<file path="src/rtl/rr_pkg.sv">
package rr_pkg;

    // Sweep controller states; the idle encoding is zero so a cleared
    // register means idle.
    typedef enum logic [2:0] {
        ST_IDLE  = 3'd0,
        ST_ISSUE = 3'd1,
        ST_WAIT  = 3'd2,
        ST_CHECK = 3'd3,
        ST_EMIT  = 3'd4,
        ST_DONE  = 3'd5
    } rr_state_e;

endpackage

</file>
<file path="src/rtl/rr_cand_gen.sv">
// Builds one candidate address: column field overwritten by the sweep
// count, the row-flip bit inverted during the second pass.
module rr_cand_gen #(
    parameter int ADDR_W   = 28,
    parameter int COL_LSB  = 1,
    parameter int COL_W    = 5,
    parameter int FLIP_BIT = 23
) (
    input  logic [ADDR_W-1:0] base_i,
    input  logic [COL_W-1:0]  col_i,
    input  logic              pass_i,
    output logic [ADDR_W-1:0] cand_o
);

    for (genvar b = 0; b < ADDR_W; b++) begin : g_bit
        if (b >= COL_LSB && b < COL_LSB + COL_W) begin : g_col
            assign cand_o[b] = col_i[b-COL_LSB];
        end else if (b == FLIP_BIT) begin : g_flip
            assign cand_o[b] = base_i[b] ^ pass_i;
        end else begin : g_keep
            assign cand_o[b] = base_i[b];
        end
    end

endmodule

</file>
<file path="src/rtl/rr_page_filter.sv">
// Page number extraction and keep/skip decision for one translated page.
module rr_page_filter #(
    parameter int SYS_W      = 48,
    parameter int PAGE_SHIFT = 12,
    localparam int PFN_W     = SYS_W - PAGE_SHIFT
) (
    input  logic [SYS_W-1:0] sys_addr_i,
    output logic [PFN_W-1:0] pfn_o,
    input  logic             online_i,
    input  logic             poisoned_i,
    output logic             keep_o
);

    assign pfn_o  = sys_addr_i[SYS_W-1:PAGE_SHIFT];
    assign keep_o = online_i & ~poisoned_i;

endmodule

</file>
<file path="src/rtl/row_retire_sweep.sv">
module row_retire_sweep
    import rr_pkg::*;
#(
    parameter int ADDR_W     = 28,
    parameter int SYS_W      = 48,
    parameter int PAGE_SHIFT = 12,
    parameter int COL_LSB    = 1,
    parameter int COL_W      = 5,
    parameter int FLIP_BIT   = 23,
    localparam int PFN_W     = SYS_W - PAGE_SHIFT,
    localparam int TOTAL     = 2 * (1 << COL_W),
    localparam int CNT_W     = $clog2(TOTAL + 1)
) (
    input  logic              clk_i,
    input  logic              rst_ni,
    input  logic              start_i,
    input  logic [ADDR_W-1:0] err_addr_i,
    output logic              busy_o,
    output logic              xreq_valid_o,
    input  logic              xreq_ready_i,
    output logic [ADDR_W-1:0] xreq_addr_o,
    input  logic              xrsp_valid_i,
    input  logic              xrsp_err_i,
    input  logic [SYS_W-1:0]  xrsp_addr_i,
    output logic [PFN_W-1:0]  pq_pfn_o,
    input  logic              pq_online_i,
    input  logic              pq_poisoned_i,
    output logic              retire_valid_o,
    output logic [PFN_W-1:0]  retire_pfn_o,
    output logic              done_o,
    output logic [CNT_W-1:0]  emitted_o,
    output logic [CNT_W-1:0]  skipped_o
);

    typedef struct packed {
        rr_state_e          state;
        logic [ADDR_W-1:0]  base;
        logic [COL_W-1:0]   col;
        logic               pass;
        logic [PFN_W-1:0]   pfn;
        logic [CNT_W-1:0]   emitted;
        logic [CNT_W-1:0]   skipped;
    } regs_t;

    regs_t cur_q, nxt_d;

    logic [ADDR_W-1:0] cand_w;
    logic [PFN_W-1:0]  rsp_pfn_w;
    logic              keep_w;
    logic              last_col_w;
    rr_state_e         adv_state_w;

    rr_cand_gen #(
        .ADDR_W   (ADDR_W),
        .COL_LSB  (COL_LSB),
        .COL_W    (COL_W),
        .FLIP_BIT (FLIP_BIT)
    ) i_cand (
        .base_i (cur_q.base),
        .col_i  (cur_q.col),
        .pass_i (cur_q.pass),
        .cand_o (cand_w)
    );

    rr_page_filter #(
        .SYS_W      (SYS_W),
        .PAGE_SHIFT (PAGE_SHIFT)
    ) i_filter (
        .sys_addr_i (xrsp_addr_i),
        .pfn_o      (rsp_pfn_w),
        .online_i   (pq_online_i),
        .poisoned_i (pq_poisoned_i),
        .keep_o     (keep_w)
    );

    assign last_col_w  = &cur_q.col;
    assign adv_state_w = (last_col_w && cur_q.pass) ? ST_DONE : ST_ISSUE;

    always_comb begin
        nxt_d          = cur_q;
        xreq_valid_o   = 1'b0;
        retire_valid_o = 1'b0;
        unique case (cur_q.state)
            ST_IDLE: begin
                if (start_i) begin
                    nxt_d.state   = ST_ISSUE;
                    nxt_d.base    = err_addr_i;
                    nxt_d.col     = '0;
                    nxt_d.pass    = 1'b0;
                    nxt_d.emitted = '0;
                    nxt_d.skipped = '0;
                end
            end
            ST_ISSUE: begin
                xreq_valid_o = 1'b1;
                if (xreq_ready_i) begin
                    nxt_d.state = ST_WAIT;
                end
            end
            ST_WAIT: begin
                if (xrsp_valid_i) begin
                    if (xrsp_err_i) begin
                        nxt_d.skipped = cur_q.skipped + 1'b1;
                        nxt_d.col     = cur_q.col + 1'b1;
                        nxt_d.pass    = cur_q.pass | last_col_w;
                        nxt_d.state   = adv_state_w;
                    end else begin
                        nxt_d.pfn   = rsp_pfn_w;
                        nxt_d.state = ST_CHECK;
                    end
                end
            end
            ST_CHECK: begin
                nxt_d.col  = cur_q.col + 1'b1;
                nxt_d.pass = cur_q.pass | last_col_w;
                if (keep_w) begin
                    nxt_d.state = ST_EMIT;
                    nxt_d.col   = cur_q.col;
                    nxt_d.pass  = cur_q.pass;
                end else begin
                    nxt_d.skipped = cur_q.skipped + 1'b1;
                    nxt_d.state   = adv_state_w;
                end
            end
            ST_EMIT: begin
                retire_valid_o = 1'b1;
                nxt_d.emitted  = cur_q.emitted + 1'b1;
                nxt_d.col      = cur_q.col + 1'b1;
                nxt_d.pass     = cur_q.pass | last_col_w;
                nxt_d.state    = adv_state_w;
            end
            ST_DONE: begin
                nxt_d.state = ST_IDLE;
            end
            default: begin
                nxt_d.state = ST_IDLE;
            end
        endcase
    end

    always_ff @(posedge clk_i or negedge rst_ni) begin
        if (!rst_ni) begin
            cur_q <= '0;
        end else begin
            cur_q <= nxt_d;
        end
    end

    assign busy_o       = (cur_q.state != ST_IDLE);
    assign done_o       = (cur_q.state == ST_DONE);
    assign xreq_addr_o  = cand_w;
    assign pq_pfn_o     = cur_q.pfn;
    assign retire_pfn_o = cur_q.pfn;
    assign emitted_o    = cur_q.emitted;
    assign skipped_o    = cur_q.skipped;

    // Bits of a candidate that must always come from the captured address.
    function automatic logic [ADDR_W-1:0] fixed_bits();
        logic [ADDR_W-1:0] m;
        m = '1;
        for (int b = COL_LSB; b < COL_LSB + COL_W; b++) m[b] = 1'b0;
        m[FLIP_BIT] = 1'b0;
        return m;
    endfunction
    localparam logic [ADDR_W-1:0] FIXED_MASK = fixed_bits();

    assert_cand_base_R2: assert property (@(posedge clk_i) disable iff (!rst_ni)
        xreq_valid_o |-> ((xreq_addr_o & FIXED_MASK) == (cur_q.base & FIXED_MASK)));

    assert_req_hold_R3: assert property (@(posedge clk_i) disable iff (!rst_ni)
        (xreq_valid_o && !xreq_ready_i) |=> (xreq_valid_o && $stable(xreq_addr_o)));

    assert_single_outstanding_R3: assert property (@(posedge clk_i) disable iff (!rst_ni)
        (xreq_valid_o && xreq_ready_i) |=> !xreq_valid_o);

    assert_err_no_retire_R4: assert property (@(posedge clk_i) disable iff (!rst_ni)
        (xrsp_valid_i && xrsp_err_i && cur_q.state == ST_WAIT) |=> !retire_valid_o);

    assert_bad_page_skip_R5: assert property (@(posedge clk_i) disable iff (!rst_ni)
        (cur_q.state == ST_CHECK && (!pq_online_i || pq_poisoned_i)) |=> !retire_valid_o);

    assert_retire_pulse_R6: assert property (@(posedge clk_i) disable iff (!rst_ni)
        retire_valid_o |=> !retire_valid_o);

    assert_done_total_R7: assert property (@(posedge clk_i) disable iff (!rst_ni)
        done_o |-> ((CNT_W+1)'(emitted_o) + (CNT_W+1)'(skipped_o) == (CNT_W+1)'(TOTAL)));

    assert_busy_start_R8: assert property (@(posedge clk_i) disable iff (!rst_ni)
        (busy_o && start_i) |=> $stable(cur_q.base));

    assert_idle_rsp_R9: assert property (@(posedge clk_i) disable iff (!rst_ni)
        (!busy_o && !start_i) |=> (!busy_o && $stable(emitted_o) && $stable(skipped_o)));

endmodule

</file>
<file path="config.mk">
export PLATFORM = sky130hd
export DESIGN_NAME = row_retire_sweep
export DESIGN_NICKNAME = d
export VERILOG_FILES = /design/src/rtl/rr_pkg.sv /design/src/rtl/rr_cand_gen.sv /design/src/rtl/rr_page_filter.sv /design/src/rtl/row_retire_sweep.sv
export SDC_FILE = /design/constraint.sdc
export NUM_CORES = 1
export LEC_CHECK = 0
export BUFFER_PORTS_ARGS = -buffer_cell sky130_fd_sc_hd__buf_2
export CAP_MARGIN = 0
export CORE_ASPECT_RATIO = 1.5
export CORE_UTILIZATION = 47
export CTS_CLUSTER_SIZE = 12
export DETAILED_ROUTE_END_ITERATION = 10
export PLACE_DENSITY = 0.91
export SLEW_MARGIN = 40
export SYNTH_ARGS = -nofsm -noshare
export SYNTH_HDL_FRONTEND = slang
export SYNTH_SLANG_ARGS = --single-unit
</file>
<file path="constraint.sdc">
create_clock -name clk_i -period 1.8 [get_ports clk_i]
set_input_delay 0.27 -clock clk_i [delete_from_list [all_inputs] [get_ports clk_i]]
set_output_delay 0.27 -clock clk_i [all_outputs]
set_load 0.05 [all_outputs]
</file>
Word-level counts from Yosys, hierarchy flattened
Cells that the tools add are included.
{"block": "word_totals", "register_bits": 87, "latch_bits": 0, "mem_bits_rw": 0, "romBits": 0, "output_inout_bits": 118, "mem_count": 0}
{"block": "classes", "n_addsub": 3, "n_mul": 0, "div": 0, "magnitude_cmp": 0, "eq_ne": 10, "shift": 0, "n_mux": 20, "n_bitwise": 5, "reduce_logical": 13}
{"operator": "42-bit two-way mux", "n": 1}
{"operator": "37-bit two-way mux", "n": 1}
{"operator": "36-bit two-way mux", "n": 1}
{"operator": "6-bit one-hot mux with 4 select lines", "n": 1}
{"operator": "7-bit two-way mux", "n": 3}
{"operator": "7-bit one-hot mux with 3 select lines", "n": 1}
{"operator": "3-bit two-way mux", "n": 5}
{"operator": "3-bit one-hot mux with 5 select lines", "n": 1}
{"operator": "5-bit AND reduction", "n": 3}
{"operator": "7-bit by 1-bit adder with 7-bit output, second input constant", "n": 2}
{"operator": "14-bit two-way mux", "n": 1}
{"operator": "7-bit one-hot mux with 2 select lines", "n": 1}
{"operator": "6-bit two-way mux", "n": 2}
{"operator": "2-bit != test, second input constant", "n": 5}
{"operator": "3-bit by 2-bit == test with 1-bit output, second input constant", "n": 2}
{"operator": "3-bit == test, second input constant", "n": 2}
{"operator": "3-bit AND reduction", "n": 2}
{"operator": "3-bit nonzero test", "n": 2}
{"operator": "5-bit by 1-bit adder with 5-bit output, second input constant", "n": 1}
{"operator": "2-bit AND reduction", "n": 2}
{"operator": "4-bit nonzero test", "n": 1}
{"operator": "3-bit by 1-bit == test with 1-bit output, second input constant", "n": 1}
{"operator": "3-bit logical NOT", "n": 1}
{"operator": "1-bit two-way mux", "n": 2}
{"operator": "6 further kinds", "n": 7}

Longest topological paths before layout
Gate-level depths: netlist (run 1).
{"block": "logic_depth", "ltp_word": 6, "depth_mapped": 6}

Modules after synthesis
From an unflattened synthesis (run 1), not the netlist that was laid out.
{"block": "hier_totals", "cells_unflattened": 494, "hier_area_um2": 4901.0}
{"mod": "row_retire_sweep", "n_inst": 1, "cells_each": 429, "area_per_inst_um2": 4405.5, "seq_area_each_um2": 2177.1}
{"mod": "rr_page_filter", "n_inst": 1, "cells_each": 37, "area_per_inst_um2": 284.0, "seq_area_each_um2": 0.0}
{"mod": "rr_cand_gen", "n_inst": 1, "cells_each": 28, "area_per_inst_um2": 211.5, "seq_area_each_um2": 0.0}

Worst setup path before layout (run 1)
No wires, ideal clock.
{"block": "synth_path", "kind": "register -> output", "from": "reg cur_q[86] (netlist name)", "to": "out done_o", "t_arrival_ns": 1.797, "required_ns": 1.530, "path_slack_ns": -0.267, "path_stages_with_launch": 3, "n_path_buf": 1, "path_cell_list": "dfrtp_1 > clkbuf_1 > nor3b_1"}
{"block": "synth_via", "elab_chain_len": 1}
{"item": "start, declared", "line": "row_retire_sweep.sv:45", "rtl": "regs_t cur_q, nxt_d;"}
{"item": "start signal, assigned", "line": "row_retire_sweep.sv:145", "rtl": "cur_q <= nxt_d;"}
{"item": "3-bit == test", "line": "row_retire_sweep.sv:150", "rtl": "assign done_o = (cur_q.state == ST_DONE);"}
{"item": "end, declared", "line": "row_retire_sweep.sv:30", "rtl": "output logic done_o,"}
No other way between the ends.

Worst setup path in the final report (run 1)
{"block": "layout_path", "from": "reg cur_q[84] (netlist name)", "to": "out retire_valid_o"}
{"block": "layout_via", "elab_chain_len": 2}
{"item": "3-bit == test", "line": "row_retire_sweep.sv:83", "rtl": "unique case (cur_q.state)"}
{"item": "1-bit two-way mux", "line": "row_retire_sweep.sv:83"}
{"item": "end, declared", "line": "row_retire_sweep.sv:28", "rtl": "output logic retire_valid_o,"}
No other way between the ends.

==> implementation parameters, run 1 <==
Parameter                              Value

Timing
  RSZ-0062 raised after global routing    no
  Final setup vio count    0
  Fmax achieved    0.5733 GHz
  Fin. max-slew vios    0
  Sum of negative setup slack    0 ps
  Largest clock skew in the final design    4.434 ps
  Final count of hold timing violations    0
  Shortest period the worst path allows    1744 ps
  Final worst-path cycle share    ~97%
  Worst slew pin tran    between 400 and 500 ps
  Max-slew headroom at the worst pin    72.70%

Clock tree
  Max clock buf depth    2
  Clock tree from TritonCTS    yes
  CTS Buf Count    9
  Clock-pin slew of the registers on the worst-case setup and hold paths    approximately 60 ps
  Level count of the clock H-tree    3
  Cell at the root of the clock tree    sky130_fd_sc_hd__clkbuf_16
  Num Clock Sinks    82
  Clock latency on the worst-skew pair    320 ps

Drt
  Via density per instance    4.937
  DR pass1 iterations    4
  Overall via count from detail_route    about 3,100
  Post-detailed-routing wire length    ~8500 µm
  Detailed-route wire length per cell    13.39 µm
  Drt first-iter violations    88
  Antenna-violating nets left    0
  Drt drc    0

Synthesis
  Average footprint of a synthesized cell    10.03 µm²
  Ranking of synthesized cells by area    sky130_fd_sc_hd__dfrtp_1 47%, sky130_fd_sc_hd__buf_4 19%, sky130_fd_sc_hd__mux2_1 9.3%
  Count of flip-flops with a built-in enable after synthesis    0
  Top-count cell post-synth    sky130_fd_sc_hd__buf_4
  List of most frequent post-synthesis cells    113 x sky130_fd_sc_hd__buf_4, 92 x sky130_fd_sc_hd__nand2_1, 82 x sky130_fd_sc_hd__dfrtp_1
  Number of unique standard cell types used by synthesis    44
  Register bit count reported by yosys    82
  Mapped Nets    523
  Async set-reset flop share out of synthesis    100.0%
  Cell Area, Synth    4364 µm²
  Proportion of synthesized chip area in sequential cells    47.02%
  Mapped Cells    435
  Post-synth top area share    47.02%
  Top FF cell, synth    sky130_fd_sc_hd__dfrtp_1
  Post-synthesis cell type with the largest combined area    sky130_fd_sc_hd__dfrtp_1
  Warnings, synthesis    0

Worst setup path
  CP arrival    1470 ps
  Crit. End Element    primary output
  Critical path launch point type    register
  Worst Path Class, Setup    register to primary output
  Critical path data required time    about 1500 ps
  Largest fanout on the critical path    7

Run
  Max-cap check violation count    0

Run status
  Status    complete, no violations

Place
  Final estimated routing congestion in global placement    0.8689
  Placed Area    4616 µm²
  HPWL after detailed placement    6601 µm
  Total of buffers placed on input and output ports    184

Worst hold path
  Class of the worst hold path    input pin to register

Final layout
  Inserted Diodes    0
  Final #Nets    606
  Final design area excluding fillers    5004 µm²
  Area added between synthesis and finish    14.65%
  Fillcell total    768
  Fraction of layout cells with a size suffix above 1    43.02%

Floorplan
  Vert. Die Dim    ~120 µm
  Placement Rows    42
  Initial core utilization    around half
  Width of the chip    slightly above 80 µm
  Total core area    8934 µm²
  Floorplan die area    9683 µm²
  I/O pin count    202

GRT
  Gr ovfl total    0
  First-pass GRT wire length    13,100 µm
  Tot GR Track Use    ~18%
  Number of antenna violations at the first check in global routing    0
  Largest net degree at the start of global routing    41
  Number of global-route vias before repair    2,925
-- state kept, by name (all words and copies together), names as in the netlist --
name,flops
emitted_o,7
pq_pfn_o,36
cur_q,32
skipped_o,7
-- metrics by stage --
| step | setup WS (ps) | hold WS (ps) | cells | utilization (%) |
|---|---|---|---|---|
| floorplan | 172.4 | -25.59 | 435 | - |
| global placement | 163.5 | 202.9 | 613 | 51.67 |
| detailed placement | 134.7 | 210.9 | 613 | 51.67 |
| CTS | 9.399 | 118.2 | 630 | 55.76 |
| global route | 5.014 | 127.5 | 633 | 56.01 |
| finish | 55.84 | 133.1 | 633 | 56.01 |
-- routing by layer --
layer / share of wire [%] / wire (µm) / track usage, % / up-vias
met3: 5.8 / 488 / 3.878 / 21
met5: 0 / 0 / 0 / -
met2: 55 / 4630 / 32.73 / 127
met4: 2.4 / 201 / 8.371 / 0
li1: - / - / - / 1484
met1: 37 / 3155 / 18.78 / 1493
-- cell families (layout without fill, tap and decap cells) --
logic type	count (synthesis)	count (layout)	share of synthesized area, %
AOI/OAI and AO/OA	38	38	5.591
adders and majority gates	4	4	1.147
and+or+nand+nor	142	142	14.68
DFF	82	82	47.02
buffers and inverters	130	218	21.62
muxes	38	38	9.748
xor gates and xnor gates	1	1	0.2007
-- final timing paths --
check                                            from                  endpoint  slack [ps]  depth (start not counted)
worst max-delay path            cur_q[84]$_DFFE_PN0P_            retire_valid_o          60                          3
worst min-delay path                   err_addr_i[19]     cur_q[75]$_DFFE_PN0P_         130                          3
worst max register to register  cur_q[86]$_DFFE_PN0P_  pq_pfn_o[29]$_DFFE_PN0P_         100                          5
worst min register to register  cur_q[72]$_DFFE_PN0P_     cur_q[72]$_DFFE_PN0P_         470                          2
max in group asynchronous                      rst_ni     cur_q[86]$_DFFE_PN0P_         840                          3
min in group asynchronous                      rst_ni     cur_q[75]$_DFFE_PN0P_         400                          2
-- worst max-delay path: stages, from the launching register on --
cell	delay, ps
sky130_fd_sc_hd__dfrtp_2	420
sky130_fd_sc_hd__or3b_4	450
sky130_fd_sc_hd__inv_2	110
sky130_fd_sc_hd__buf_6	160
-- repair_timing --
action                                  4_1_cts  5_1_grt
endpoints found under the setup margin        1        1
hold buffers                                  1        0
gates resized for setup                       5        0
pin swaps                                     0        1
gates cloned                                  0        0
endpoints found under the hold margin        26        0
buffers inserted                              0        3
-- layout make-up --
type	instances	area (µm²)	area share [%]
Sequential cell	82	2054	41.06
Tap cell	110	137.6	2.751
Inverter	5	18.77	0.3751
Clock buffer	10	229.0	4.576
Clock inverter	6	115.1	2.301
Timing Repair Buffer	197	1067	21.33
Multi-Input combinational cell	223	1381	27.61
-- cell usage in the layout (no fill, tap or decap), types with 2 or more instances in the layout --
cell and count:
sky130_fd_sc_hd__buf_2 182, sky130_fd_sc_hd__nand2_1 92, sky130_fd_sc_hd__dfrtp_1 80, sky130_fd_sc_hd__mux2_1 36, sky130_fd_sc_hd__nor2_1 12, sky130_fd_sc_hd__o21ai_0 12, sky130_fd_sc_hd__nand3_1 10, sky130_fd_sc_hd__buf_4 10
sky130_fd_sc_hd__clkbuf_16 9, sky130_fd_sc_hd__o21ai_1 7, sky130_fd_sc_hd__a21oi_1 5, sky130_fd_sc_hd__inv_1 4, sky130_fd_sc_hd__or3_1 4, sky130_fd_sc_hd__ha_1 4, sky130_fd_sc_hd__and3_1 3, sky130_fd_sc_hd__a31oi_1 3
sky130_fd_sc_hd__bufinv_16 3, sky130_fd_sc_hd__buf_12 3, sky130_fd_sc_hd__a21o_1 2, sky130_fd_sc_hd__nand2b_1 2, sky130_fd_sc_hd__or2_1 2, sky130_fd_sc_hd__o22a_1 2, sky130_fd_sc_hd__nor3_1 2, sky130_fd_sc_hd__or2_2 2
sky130_fd_sc_hd__mux2i_1 2, sky130_fd_sc_hd__clkinv_4 2, sky130_fd_sc_hd__dfrtp_2 2
Power of run 1 is not shown: default switching activity piles up to over one toggle a cycle in this logic, so the estimate is an artifact.
==> inputs of run 2 (changes only) <==
--- a/config.mk
+++ b/config.mk
@@ -11,6 +11,7 @@
 export CORE_UTILIZATION = 47
 export CTS_CLUSTER_SIZE = 12
 export DETAILED_ROUTE_END_ITERATION = 10
+export GPL_TIMING_DRIVEN = 0
 export PLACE_DENSITY = 0.91
 export SLEW_MARGIN = 40
 export SYNTH_ARGS = -nofsm -noshare
==> constraint.sdc (replaced) <==
create_clock -name clk_i -period 2 [get_ports clk_i]
set_input_delay 0.3 -clock clk_i [delete_from_list [all_inputs] [get_ports clk_i]]
set_output_delay 0.3 -clock clk_i [all_outputs]
set_load 0.05 [all_outputs]
==> run 2 against run 1 <==
  * Setup slack better by 19 ps
  * Critical path depth grew 2
  * Register-to-register slack better by 190 ps
  * Final cell count grew 18%
  * Via count rose by 13%
  * Clock skew grew 2.7 ps
  * Sequential share of layout area fell by 5.5 points
  * Utilization up 8.7 points
==> implementation parameters, run 2 (synthesized netlist as in run 1, its figures left out) <==
Parameter                              Value

Final layout
  Inserted Diodes    0 (unchanged)
  Commonest non-fill, non-tap cells in the layout    189 x sky130_fd_sc_hd__buf_2, 114 x sky130_fd_sc_hd__buf_4, 92 x sky130_fd_sc_hd__nand2_1, 82 x sky130_fd_sc_hd__dfrtp_1, 36 x sky130_fd_sc_hd__mux2_1
  Final #Nets    721 (+19%)
  Flip-flop count of the largest register, all copies and words added    36 (unchanged)
  Area added between synthesis and finish    32.37%
  Most common cell after layout, fill and taps aside    sky130_fd_sc_hd__buf_2
  Fraction of layout cells with a size suffix above 1    52.66% (+9.6 points)
  Multi-input combinational cell area    1379 µm² (-0.18%)
  Fillcell total    676 (-12%)
  Seq. cell area    2052 µm² (-0.12%)

Worst setup path
  Worst Path Class, Setup    register to primary output
  Number of cells traversed by the worst register-to-register path    5 (unchanged)
  Critical-path cell with the highest stage delay    sky130_fd_sc_hd__dfrtp_1
  Critical path launch point type    register
  Worst flop-to-flop path endpoint    pq_pfn_o[11]$_DFFE_PN0P_
  R2R Path Start    cur_q[84]$_DFFE_PN0P_
  Largest fanout on the critical path    10 (+3)
  Crit. End Element    primary output
  CP arrival    1620 ps (+150 ps)
  Cell chain of the critical path    buf_6 > or3b_1 > buf_2 > inv_4 > buf_8
  Peak per-stage delay on the critical path    400 ps (-50 ps)
  Worst R2R Setup Slack    290 ps (+190 ps)
  Critical path data required time    1700 ps (+170 ps)

Timing
  Sum of negative setup slack    0 ps (unchanged)
  Fmax achieved    0.5195 GHz
  Final setup vio count    0 (unchanged)
  Final count of hold timing violations    0 (unchanged)
  Shortest period the worst path allows    1925 ps
  Final worst-path cycle share    96.24%
  Max-slew headroom at the worst pin    70.12% (-2.6 points)
  Largest clock skew in the final design    7.092 ps (+2.658 ps)
  Worst slew pin tran    448.2 ps (+38.77 ps)
  RSZ-0062 raised after global routing    no
  Fin. max-slew vios    0 (unchanged)

Worst hold path
  Number of instances on the worst hold path    3 (unchanged)
  Worst-case hold path end point    cur_q[74]$_DFFE_PN0P_
  Worst hold start    err_addr_i[18]
  Class of the worst hold path    input pin to register

GRT
  Number of antenna violations at the first check in global routing    0 (unchanged)
  First-pass GRT wire length    15,570 µm (+19%)
  Number of global-route vias before repair    3,529 (+21%)
  Tot GR Track Use    20.95% (+3.1 points)
  Largest net degree at the start of global routing    47 (+15%)
  Gr ovfl total    0 (unchanged)

Clock tree
  Clock-pin slew of the registers on the worst-case setup and hold paths    60 ps (about the same)
  Num Clock Sinks    82 (unchanged)
  Max clock buf depth    2 (unchanged)
  Cell at the root of the clock tree    sky130_fd_sc_hd__clkbuf_16
  CTS Buf Count    9 (unchanged)
  Clock latency on the worst-skew pair    330 ps (about the same)
  Clock tree from TritonCTS    yes
  Level count of the clock H-tree    3 (unchanged)

Drt
  Detailed-route wire length per cell    12.91 µm (-3.6%)
  Via density per instance    4.715 (-4.5%)
  Drt drc    0 (unchanged)
  Drt first-iter violations    121 (+38%)
  Post-detailed-routing wire length    9660 µm (+14%)
  Antenna-violating nets left    0 (unchanged)
  Overall via count from detail_route    3,527 (+13%)
  DR pass1 iterations    4 (unchanged)

Floorplan
  Total core area    8934 µm² (unchanged)
  Floorplan die area    9683 µm² (unchanged)
  Initial core utilization    48.85% (unchanged)
  Width of the chip    80.68 µm (unchanged)
  I/O pin count    202 (unchanged)
  Vert. Die Dim    120.0 µm (unchanged)
  Placement Rows    42 (unchanged)

Run
  Max-cap check violation count    0 (unchanged)

Place
  HPWL after detailed placement    7588 µm (+15%)
  Final estimated routing congestion in global placement    0.9090 (+4.6%)
  Total of buffers placed on input and output ports    184 (unchanged)

Run status
  Status    complete, no violations
## run 2: changes by cell type in the layout (fill, tap and decap cells not counted), sizes merged
cell      change
buf         +113
bufinv        -3
clkbuf        +2
clkinvlp      +2
inv           +2
clkinv        -1
## run 2: cell type report
type	instances	area share, %
Sequential cell	82	35.52
Inverter	5	0.3682
Tap cell	110	2.382
Timing Repair Buffer	187	16.87
Clock inverter	6	0.8447
Multi-Input combinational cell	223	23.87
Clock buffer	10	4.137
Buffer	125	16.01
## run 2: through the flow
step | setup slack, ps | hold slack [ps] | std cells | utilization, % | cell area (µm²)
finish | 75.20 | 163.9 | 748 | 64.66 | 5777
floorplan | 366.0 | 4.409 | 435 | - | 4374
global placement | 57.72 | 460.9 | 729 | 60.81 | 5433
detailed placement | 265.4 | 222.0 | 730 | 61.11 | 5459
CTS | 15.19 | 148.6 | 747 | 64.51 | 5763
global route | 4.365 | 154.6 | 748 | 64.66 | 5777
## run 2: layer usage
metal / vias to the layer above / global-route usage [%] / routed length (µm)
met5: - / 0 / 0
met4: 0 / 9.821 / 208
met3: 18 / 5.095 / 560
met2: 128 / 38.08 / 5342
met1: 1665 / 21.97 / 3548
li1: 1716 / - / -
## run 2: how the worst max path moves through the flow
stage / startpoint / to / slack, ps
global placement: rst_ni / pq_pfn_o[33]$_DFFE_PN0P_ / 60
finish: cur_q[84]$_DFFE_PN0P_ / retire_valid_o / 80
global route: cur_q[86]$_DFFE_PN0P_ / done_o / 4
detailed placement: cur_q[84]$_DFFE_PN0P_ / pq_pfn_o[11]$_DFFE_PN0P_ / 270
floorplan: cur_q[86]$_DFFE_PN0P_ / done_o / 370
CTS: cur_q[84]$_DFFE_PN0P_ / retire_valid_o / 20
## run 2: worst max-delay path: cells and delay by family (launching register included)
family	cells	cell delay, ps
simple gates	1	330
flops	1	400
buf+inv	4	560
## run 2: timing repair
| action | CTS | global route |
|---|---|---|
| hold buffers | 1 | 0 |
| setup buffers | 0 | 1 |
| gates resized for setup | 2 | 2 |
| pin swaps | 0 | 0 |
| endpoints found under the hold margin | 36 | 0 |
| endpoints found under the setup margin | 1 | 1 |
Power of run 2 is left out for the same reason.
